### config.mk
export PLATFORM = sky130hd
export DESIGN_NAME = smb_reg_slave
export DESIGN_NICKNAME = d
export VERILOG_FILES = /design/src/rtl/smb_reg_pkg.sv /design/src/rtl/smb_reg_bank.sv /design/src/rtl/smb_xfer_fsm.sv /design/src/rtl/smb_reg_slave.sv
export SDC_FILE = /design/constraint.sdc
export NUM_CORES = 1
export LEC_CHECK = 0
export CAP_MARGIN = 20
export CORE_MARGIN = 1.5
export CORE_UTILIZATION = 54
export CTS_BUF_LIST = sky130_fd_sc_hd__clkbuf_4 sky130_fd_sc_hd__clkbuf_8 sky130_fd_sc_hd__clkbuf_16
export DETAILED_ROUTE_END_ITERATION = 7
export DONT_BUFFER_PORTS = 1
export GPL_TIMING_DRIVEN = 0
export PLACE_DENSITY = 0.81
export SLEW_MARGIN = 20
export SYNTH_ARGS = -nofsm -noshare
export SYNTH_HDL_FRONTEND = slang
export SYNTH_SLANG_ARGS = --single-unit
### constraint.sdc
create_clock -name clk_i -period 5.8 [get_ports clk_i]
set_input_delay 0.58 -clock clk_i [delete_from_list [all_inputs] [get_ports clk_i]]
set_output_delay 0.58 -clock clk_i [all_outputs]
set_load 0.03 [all_outputs]
### src/rtl/smb_reg_pkg.sv
package smb_reg_pkg;
  typedef enum logic [2:0] {
    ST_IDLE, ST_ADDR, ST_CMD, ST_CNT, ST_WR, ST_RD
  } xfer_st_e;

  localparam int unsigned CMD_BLK_BIT = 4;
  localparam int unsigned NUM_RW      = 7;   // indices 0..6 writable
  localparam int unsigned IDX_TIMING  = 1;
  localparam logic [3:0]  IDX_ID      = 4'hA;
  localparam logic [3:0]  IDX_CH0_LO  = 4'hC;
  localparam logic [3:0]  IDX_CH0_HI  = 4'hD;
  localparam logic [3:0]  IDX_CH1_LO  = 4'hE;
  localparam logic [3:0]  IDX_CH1_HI  = 4'hF;
endpackage

### src/rtl/smb_reg_bank.sv
module smb_reg_bank
  import smb_reg_pkg::*;
#(
  parameter int unsigned DW         = 8,
  parameter int unsigned AW         = 4,
  parameter logic [7:0]  TIMING_RST = 8'h02,
  parameter logic [7:0]  ID_VAL     = 8'h50
) (
  input  logic            clk_i,
  input  logic            rst_ni,
  input  logic            we_i,
  input  logic [AW-1:0]   waddr_i,
  input  logic [DW-1:0]   wdata_i,
  input  logic [AW-1:0]   raddr_i,
  input  logic [2*DW-1:0] ch0_i,
  input  logic [2*DW-1:0] ch1_i,
  output logic [DW-1:0]   ctrl_o,
  output logic [DW-1:0]   timing_o,
  output logic [2*DW-1:0] thr_low_o,
  output logic [2*DW-1:0] thr_high_o,
  output logic [DW-1:0]   int_ctrl_o,
  output logic [DW-1:0]   rdata_o
);
  logic [DW-1:0] rw_q [NUM_RW];

  for (genvar g = 0; g < NUM_RW; g++) begin : g_rw
    localparam logic [DW-1:0] RST_V = (g == IDX_TIMING) ? DW'(TIMING_RST) : '0;
    always_ff @(posedge clk_i or negedge rst_ni) begin
      if (!rst_ni)                           rw_q[g] <= RST_V;
      else if (we_i && waddr_i == AW'(g))    rw_q[g] <= wdata_i;
    end
  end

  always_comb begin
    rdata_o = '0;
    unique case (raddr_i)
      IDX_ID:     rdata_o = DW'(ID_VAL);
      IDX_CH0_LO: rdata_o = ch0_i[DW-1:0];
      IDX_CH0_HI: rdata_o = ch0_i[2*DW-1:DW];
      IDX_CH1_LO: rdata_o = ch1_i[DW-1:0];
      IDX_CH1_HI: rdata_o = ch1_i[2*DW-1:DW];
      default: begin
        for (int i = 0; i < NUM_RW; i++)
          if (raddr_i == AW'(i)) rdata_o = rw_q[i];
      end
    endcase
  end

  assign ctrl_o     = rw_q[0];
  assign timing_o   = rw_q[1];
  assign thr_low_o  = {rw_q[3], rw_q[2]};
  assign thr_high_o = {rw_q[5], rw_q[4]};
  assign int_ctrl_o = rw_q[6];
endmodule

### src/rtl/smb_xfer_fsm.sv
module smb_xfer_fsm
  import smb_reg_pkg::*;
#(
  parameter int unsigned DW         = 8,
  parameter int unsigned AW         = 4,
  parameter int unsigned SAW        = 7,
  parameter logic [7:0]  BLK_RD_CNT = 8'd2
) (
  input  logic          clk_i,
  input  logic          rst_ni,
  input  logic [SAW-1:0] own_addr_i,
  input  logic          start_i,
  input  logic          stop_i,
  input  logic          addr_vld_i,
  input  logic [SAW:0]  addr_i,
  input  logic          wr_vld_i,
  input  logic [DW-1:0] wr_data_i,
  input  logic          rd_req_i,
  input  logic          mnack_i,
  input  logic [DW-1:0] rdata_i,
  output logic [AW-1:0] ptr_o,
  output logic          we_o,
  output logic [DW-1:0] wdata_o,
  output logic          ack_vld_o,
  output logic          ack_o,
  output logic          tx_vld_o,
  output logic [DW-1:0] tx_data_o
);
  xfer_st_e      st_q;
  logic [AW-1:0] ptr_q;
  logic [DW-1:0] cnt_q;
  logic          blk_q, cnt_pend_q;
  logic          bus_evt, wr_take;

  assign bus_evt = start_i | stop_i;
  // block-mode writes stop once the count is used up
  assign wr_take = wr_vld_i && !bus_evt && st_q == ST_WR && (!blk_q || cnt_q != '0);
  assign we_o    = wr_take;
  assign wdata_o = wr_data_i;
  assign ptr_o   = ptr_q;

  always_ff @(posedge clk_i or negedge rst_ni) begin
    if (!rst_ni) begin
      st_q       <= ST_IDLE;
      ptr_q      <= '0;
      cnt_q      <= '0;
      blk_q      <= 1'b0;
      cnt_pend_q <= 1'b0;
      ack_vld_o  <= 1'b0;
      ack_o      <= 1'b0;
      tx_vld_o   <= 1'b0;
      tx_data_o  <= '0;
    end else begin
      ack_vld_o <= 1'b0;
      tx_vld_o  <= 1'b0;
      if (stop_i) st_q <= ST_IDLE;
      else if (start_i) st_q <= ST_ADDR;
      else begin
        unique case (st_q)
          ST_ADDR: if (addr_vld_i) begin
            ack_vld_o <= 1'b1;
            if (addr_i[SAW:1] == own_addr_i) begin
              ack_o      <= 1'b1;
              st_q       <= addr_i[0] ? ST_RD : ST_CMD;
              cnt_pend_q <= blk_q;
            end else begin
              ack_o <= 1'b0;
              st_q  <= ST_IDLE;
            end
          end
          ST_CMD: if (wr_vld_i) begin
            ack_vld_o <= 1'b1;
            ack_o     <= 1'b1;
            ptr_q     <= wr_data_i[AW-1:0];
            blk_q     <= wr_data_i[CMD_BLK_BIT];
            st_q      <= wr_data_i[CMD_BLK_BIT] ? ST_CNT : ST_WR;
          end
          ST_CNT: if (wr_vld_i) begin
            ack_vld_o <= 1'b1;
            ack_o     <= 1'b1;
            cnt_q     <= wr_data_i;
            st_q      <= ST_WR;
          end
          ST_WR: if (wr_vld_i) begin
            ack_vld_o <= 1'b1;
            ack_o     <= wr_take;
            if (wr_take) begin
              ptr_q <= ptr_q + 1'b1;
              if (blk_q) cnt_q <= cnt_q - 1'b1;
            end
          end
          ST_RD: begin
            if (mnack_i) st_q <= ST_IDLE;
            else if (rd_req_i) begin
              tx_vld_o <= 1'b1;
              if (cnt_pend_q) begin
                tx_data_o  <= DW'(BLK_RD_CNT);
                cnt_q      <= DW'(BLK_RD_CNT);
                cnt_pend_q <= 1'b0;
              end else if (blk_q && cnt_q == '0) begin
                tx_data_o <= '1;
              end else begin
                tx_data_o <= rdata_i;
                ptr_q     <= ptr_q + 1'b1;
                if (blk_q) cnt_q <= cnt_q - 1'b1;
              end
            end
          end
          default: ;
        endcase
      end
    end
  end
endmodule

### src/rtl/smb_reg_slave.sv
module smb_reg_slave
  import smb_reg_pkg::*;
#(
  parameter int unsigned DW         = 8,
  parameter int unsigned AW         = 4,
  parameter int unsigned SAW        = 7,
  parameter logic [7:0]  TIMING_RST = 8'h02,
  parameter logic [7:0]  ID_VAL     = 8'h50,
  parameter logic [7:0]  BLK_RD_CNT = 8'd2
) (
  input  logic            clk_i,
  input  logic            rst_ni,
  input  logic [SAW-1:0]  own_addr_i,
  input  logic            start_i,
  input  logic            stop_i,
  input  logic            addr_vld_i,
  input  logic [SAW:0]    addr_i,
  input  logic            wr_vld_i,
  input  logic [DW-1:0]   wr_data_i,
  input  logic            rd_req_i,
  input  logic            mnack_i,
  input  logic [2*DW-1:0] ch0_i,
  input  logic [2*DW-1:0] ch1_i,
  output logic            ack_vld_o,
  output logic            ack_o,
  output logic            tx_vld_o,
  output logic [DW-1:0]   tx_data_o,
  output logic [DW-1:0]   ctrl_o,
  output logic [DW-1:0]   timing_o,
  output logic [2*DW-1:0] thr_low_o,
  output logic [2*DW-1:0] thr_high_o,
  output logic [DW-1:0]   int_ctrl_o
);
  logic [AW-1:0] ptr;
  logic          we;
  logic [DW-1:0] wdata, rdata;

  smb_xfer_fsm #(.DW(DW), .AW(AW), .SAW(SAW), .BLK_RD_CNT(BLK_RD_CNT)) u_fsm (
    .clk_i, .rst_ni, .own_addr_i, .start_i, .stop_i, .addr_vld_i, .addr_i,
    .wr_vld_i, .wr_data_i, .rd_req_i, .mnack_i,
    .rdata_i(rdata), .ptr_o(ptr), .we_o(we), .wdata_o(wdata),
    .ack_vld_o, .ack_o, .tx_vld_o, .tx_data_o
  );

  smb_reg_bank #(.DW(DW), .AW(AW), .TIMING_RST(TIMING_RST), .ID_VAL(ID_VAL)) u_bank (
    .clk_i, .rst_ni, .we_i(we), .waddr_i(ptr), .wdata_i(wdata), .raddr_i(ptr),
    .ch0_i, .ch1_i, .ctrl_o, .timing_o, .thr_low_o, .thr_high_o, .int_ctrl_o,
    .rdata_o(rdata)
  );
endmodule

==> qor.yml <==
outcome:
  status: "finished clean"
floorplan:
  die_y_microns: 97.6
  die_x_microns: 97.6
  io-pin-count: 130
  die_area_sq_um: 9530
  initial_core_util_pct: 55.7
  rows: 34
  core_sq_um: 8680
clock_network:
  clk_path_buf_depth: 2
  numClockSinks: 84
  numCtsBuffers: 9
  cts_tree: "built"
  clk_pin_slew_worst_paths_ps: 80
  cts_root_buf: "clkbuf_8"
  clk_latency_ps: 360
  htreeDepth: 3
sta:
  setup_violations: 0
  fin_ws_ps: 2980
  slew_violations: 0
  grt_setup_unrepaired: "no"
  hold_viol_final: 0
  holdWs_ps: 58.3
  worstMarginPinSlew_ps: 928
  fmax_mhz: 355
  skew_ps: 10.7
  tns_ps: 0
  min_period_ps: 2820
  finalCritPeriodShare_pct: 48.6
  slew-limit-headroom_pct: 37.5
place:
  io_buffer_count: 0
  dp_slack_ps: 3130
  hpwl_microns: 9900
  place.gp.congestion: 0.900
global_route:
  grt_pass1_vias: 3916
  grt_overflow: 0
  antenna_found_initial: 0
  grtUsageTotal_pct: 29.2
  grt_max_degree: 84
  grt_pass1_wl_microns: 21300
power_and_ir_drop:
  p_leak_uw: 0.00227
  comb_power_share_pct: 25.1
  seq_power_share_pct: 43.7
  p_clk_share_pct: 31.2
  peakVddDrop_v: 0.000194
  power.switching_uw: 484
  swShare_pct: 33.4
  p_int_uw: 968
  power_uw: 1450
  power.density_nw_per_um2: 278
final_layout:
  fin_nets: 541
  multiInputGateArea_sq_um: 2550
  antenna_cells: 0
  syn_to_final_growth_pct: 7.97
  regArea_sq_um: 2100
  drive_above_1_share_pct: 15.5
  fillers: 724
synth:
  synthArstFlopShare_pct: 100
  synth-edff-count: 0
  synth-seq-area-share_pct: 43.5
  netlist_area_sq_um: 4830
  synth_seq_cells: 84
  syn_inst: 460
  avgSynthCellArea_sq_um: 10.5
  synth_cell_types: 65
  synth-main-ff-cell: "dfrtp_1"
  ys_warn_count: 0
  syn-num-nets: 529
setup_path:
  endpoint_kind: "flop"
  cp_cell_sequence: "inv_1, ha_1, clkbuf_1, nand2_1, nor3_2, mux2_2"
  slowest_stage: "nor3_2"
  arrival_ps: 3060
  cp.required_ps: 6050
  critical_path_class: "flop to flop"
  worst_path_dominant_cell_family: "simple AND/OR/NAND/NOR gates"
  crit_path_max_incr_delay_ps: 680
  cp_num_buf_inv: 2
  crit_fanout: 10
  start_kind: "flop"
drt:
  postRouteAntennaNets: 0
  via_count: 4054
  wl_per_cell_microns: 23.6
  drtPass1Iterations: 5
  drt_iter0_markers: 408
  wl_microns: 13800
  viasPerCell: 6.93
  drc: 0
hold_path:
  hold_path_class: "input port to asynchronous set/reset pin"
flow_run:
  drv_cap: 0
[what timing repair did]
item                                   4_1_cts  5_1_grt
endpoints found under the hold margin       83        0
gates resized for setup                      0        0
setup buffers                                0        0
hold buffers                                 1        0
[metal layers]
layer,global-route usage [%],share of wire [%],vias to the layer above
li1,-,-,1769
met1,38.2,39,1983
met2,44.8,46,274
met3,10.6,13,28
met4,10.4,2.4,0
met5,0,0,-
[worst paths after layout]
check | start | end | slack (ps) | depth (start not counted)
hold / removal | rst_ni | u_bank.timing_o[1] | 60 | 0
hold reg to reg | u_fsm.cnt_q[7] | u_fsm.cnt_q[7] | 530 | 1
setup reg to reg | u_fsm.ptr_o[0] | u_bank.int_ctrl_o[0] | 2980 | 6
setup / recovery | u_fsm.ptr_o[0] | u_bank.int_ctrl_o[0] | 2980 | 6
max in group asynchronous | rst_ni | u_fsm.ack_o | 5340 | 1
min in group clk_i | stop_i | u_fsm.st_q[0] | 280 | 1
[cell type report]
cell class              instances  share of cell area, %
inverters                      12                  0.863
repair buffers                  1                  0.527
flip-flops and latches         84                   40.3
clock inverters                 3                  0.839
clock buffers                  13                   3.31
multi-input cells             334                   49.0
well taps                     108                   2.59
plain buffers                  30                   2.61
[power groups by stage]
stage / Clock [uW] / Combinational [uW] / Sequential (uW)
floorplan: 0 / 251 / 639
global placement: 0 / 330 / 643
detailed placement: 0 / 337 / 645
CTS: 459 / 353 / 633
global route: 481 / 393 / 637
finish: 453 / 364 / 635
[through the flow]
stage / cell area, sq um / std cells / utilization (%)
after floorplan: 4830 / 460 / -
after global placement: 4970 / 568 / 57.3
after detailed placement: 4970 / 568 / 57.3
after CTS: 5210 / 585 / 60.1
after global routing: 5220 / 585 / 60.1
final: 5220 / 585 / 60.1
[logic make-up after synthesis]
family	count (synthesis)	share of synthesized area, %
and+or+nand+nor	127	16.1
AOI/OAI and AO/OA	135	20.1
muxes	58	13.5
adders and majority gates	6	1.55
buffers and inverters	42	3.75
xor gates and xnor gates	8	1.45
DFF	84	43.5
[flip-flops by register name (all words and copies together) (netlist names)]
name               cells
u_fsm.ack_o            1
u_bank.timing_o        8
u_fsm.ack_vld_o        1
u_fsm.tx_vld_o         1
u_fsm.cnt_q            8
u_fsm.blk_q            1
u_bank.thr_low_o      16
u_bank.int_ctrl_o      8
u_fsm.ptr_o            4
u_bank.ctrl_o          8
u_fsm.st_q             3
u_fsm.tx_data_o        8
u_fsm.cnt_pend_q       1
u_bank.thr_high_o     16
[cells in the final DEF (no fill, tap or decap), drive strengths merged, types with 2 or more instances in the layout]
master / n
buf: 18
a22oi: 14
nand4: 3
a21oi: 31
nor2b: 13
o2bb2ai: 6
nor4: 2
nor3: 9
a32o: 2
o31ai: 5
a31oi: 2
xor2: 3
a22o: 11
ha: 6
nor3b: 3
a222oi: 2
nand3: 16
o221ai: 3
and2b: 2
a221oi: 6
a311oi: 4
or2: 2
nand2b: 3
dfrtp: 83
a211oi: 5
o21ai: 27
and3b: 2
clkbuf: 26
mux2: 57
inv: 13
a221o: 6
nor4b: 5
o21a: 2
nand2: 33
o41ai: 2
nand3b: 8
nor2: 23
xnor2: 5
[synthesized netlist by cell type (all sizes together), types with 8 or more instances]
cell type	instances	area share (%)
inv	12	0.93
nand3	16	3.2
nand2	33	2.6
nor3	9	1.0
dfrtp	83	43
mux2	57	13
nand3b	8	1.2
o21ai	27	3.1
clkbuf	13	1.0
nor2b	13	1.7
buf	17	1.8
nor2	23	1.9
a22oi	14	2.3
a21oi	31	3.2
a22o	11	2.0
No activity file was read; power rests on OpenSTA's default activity.
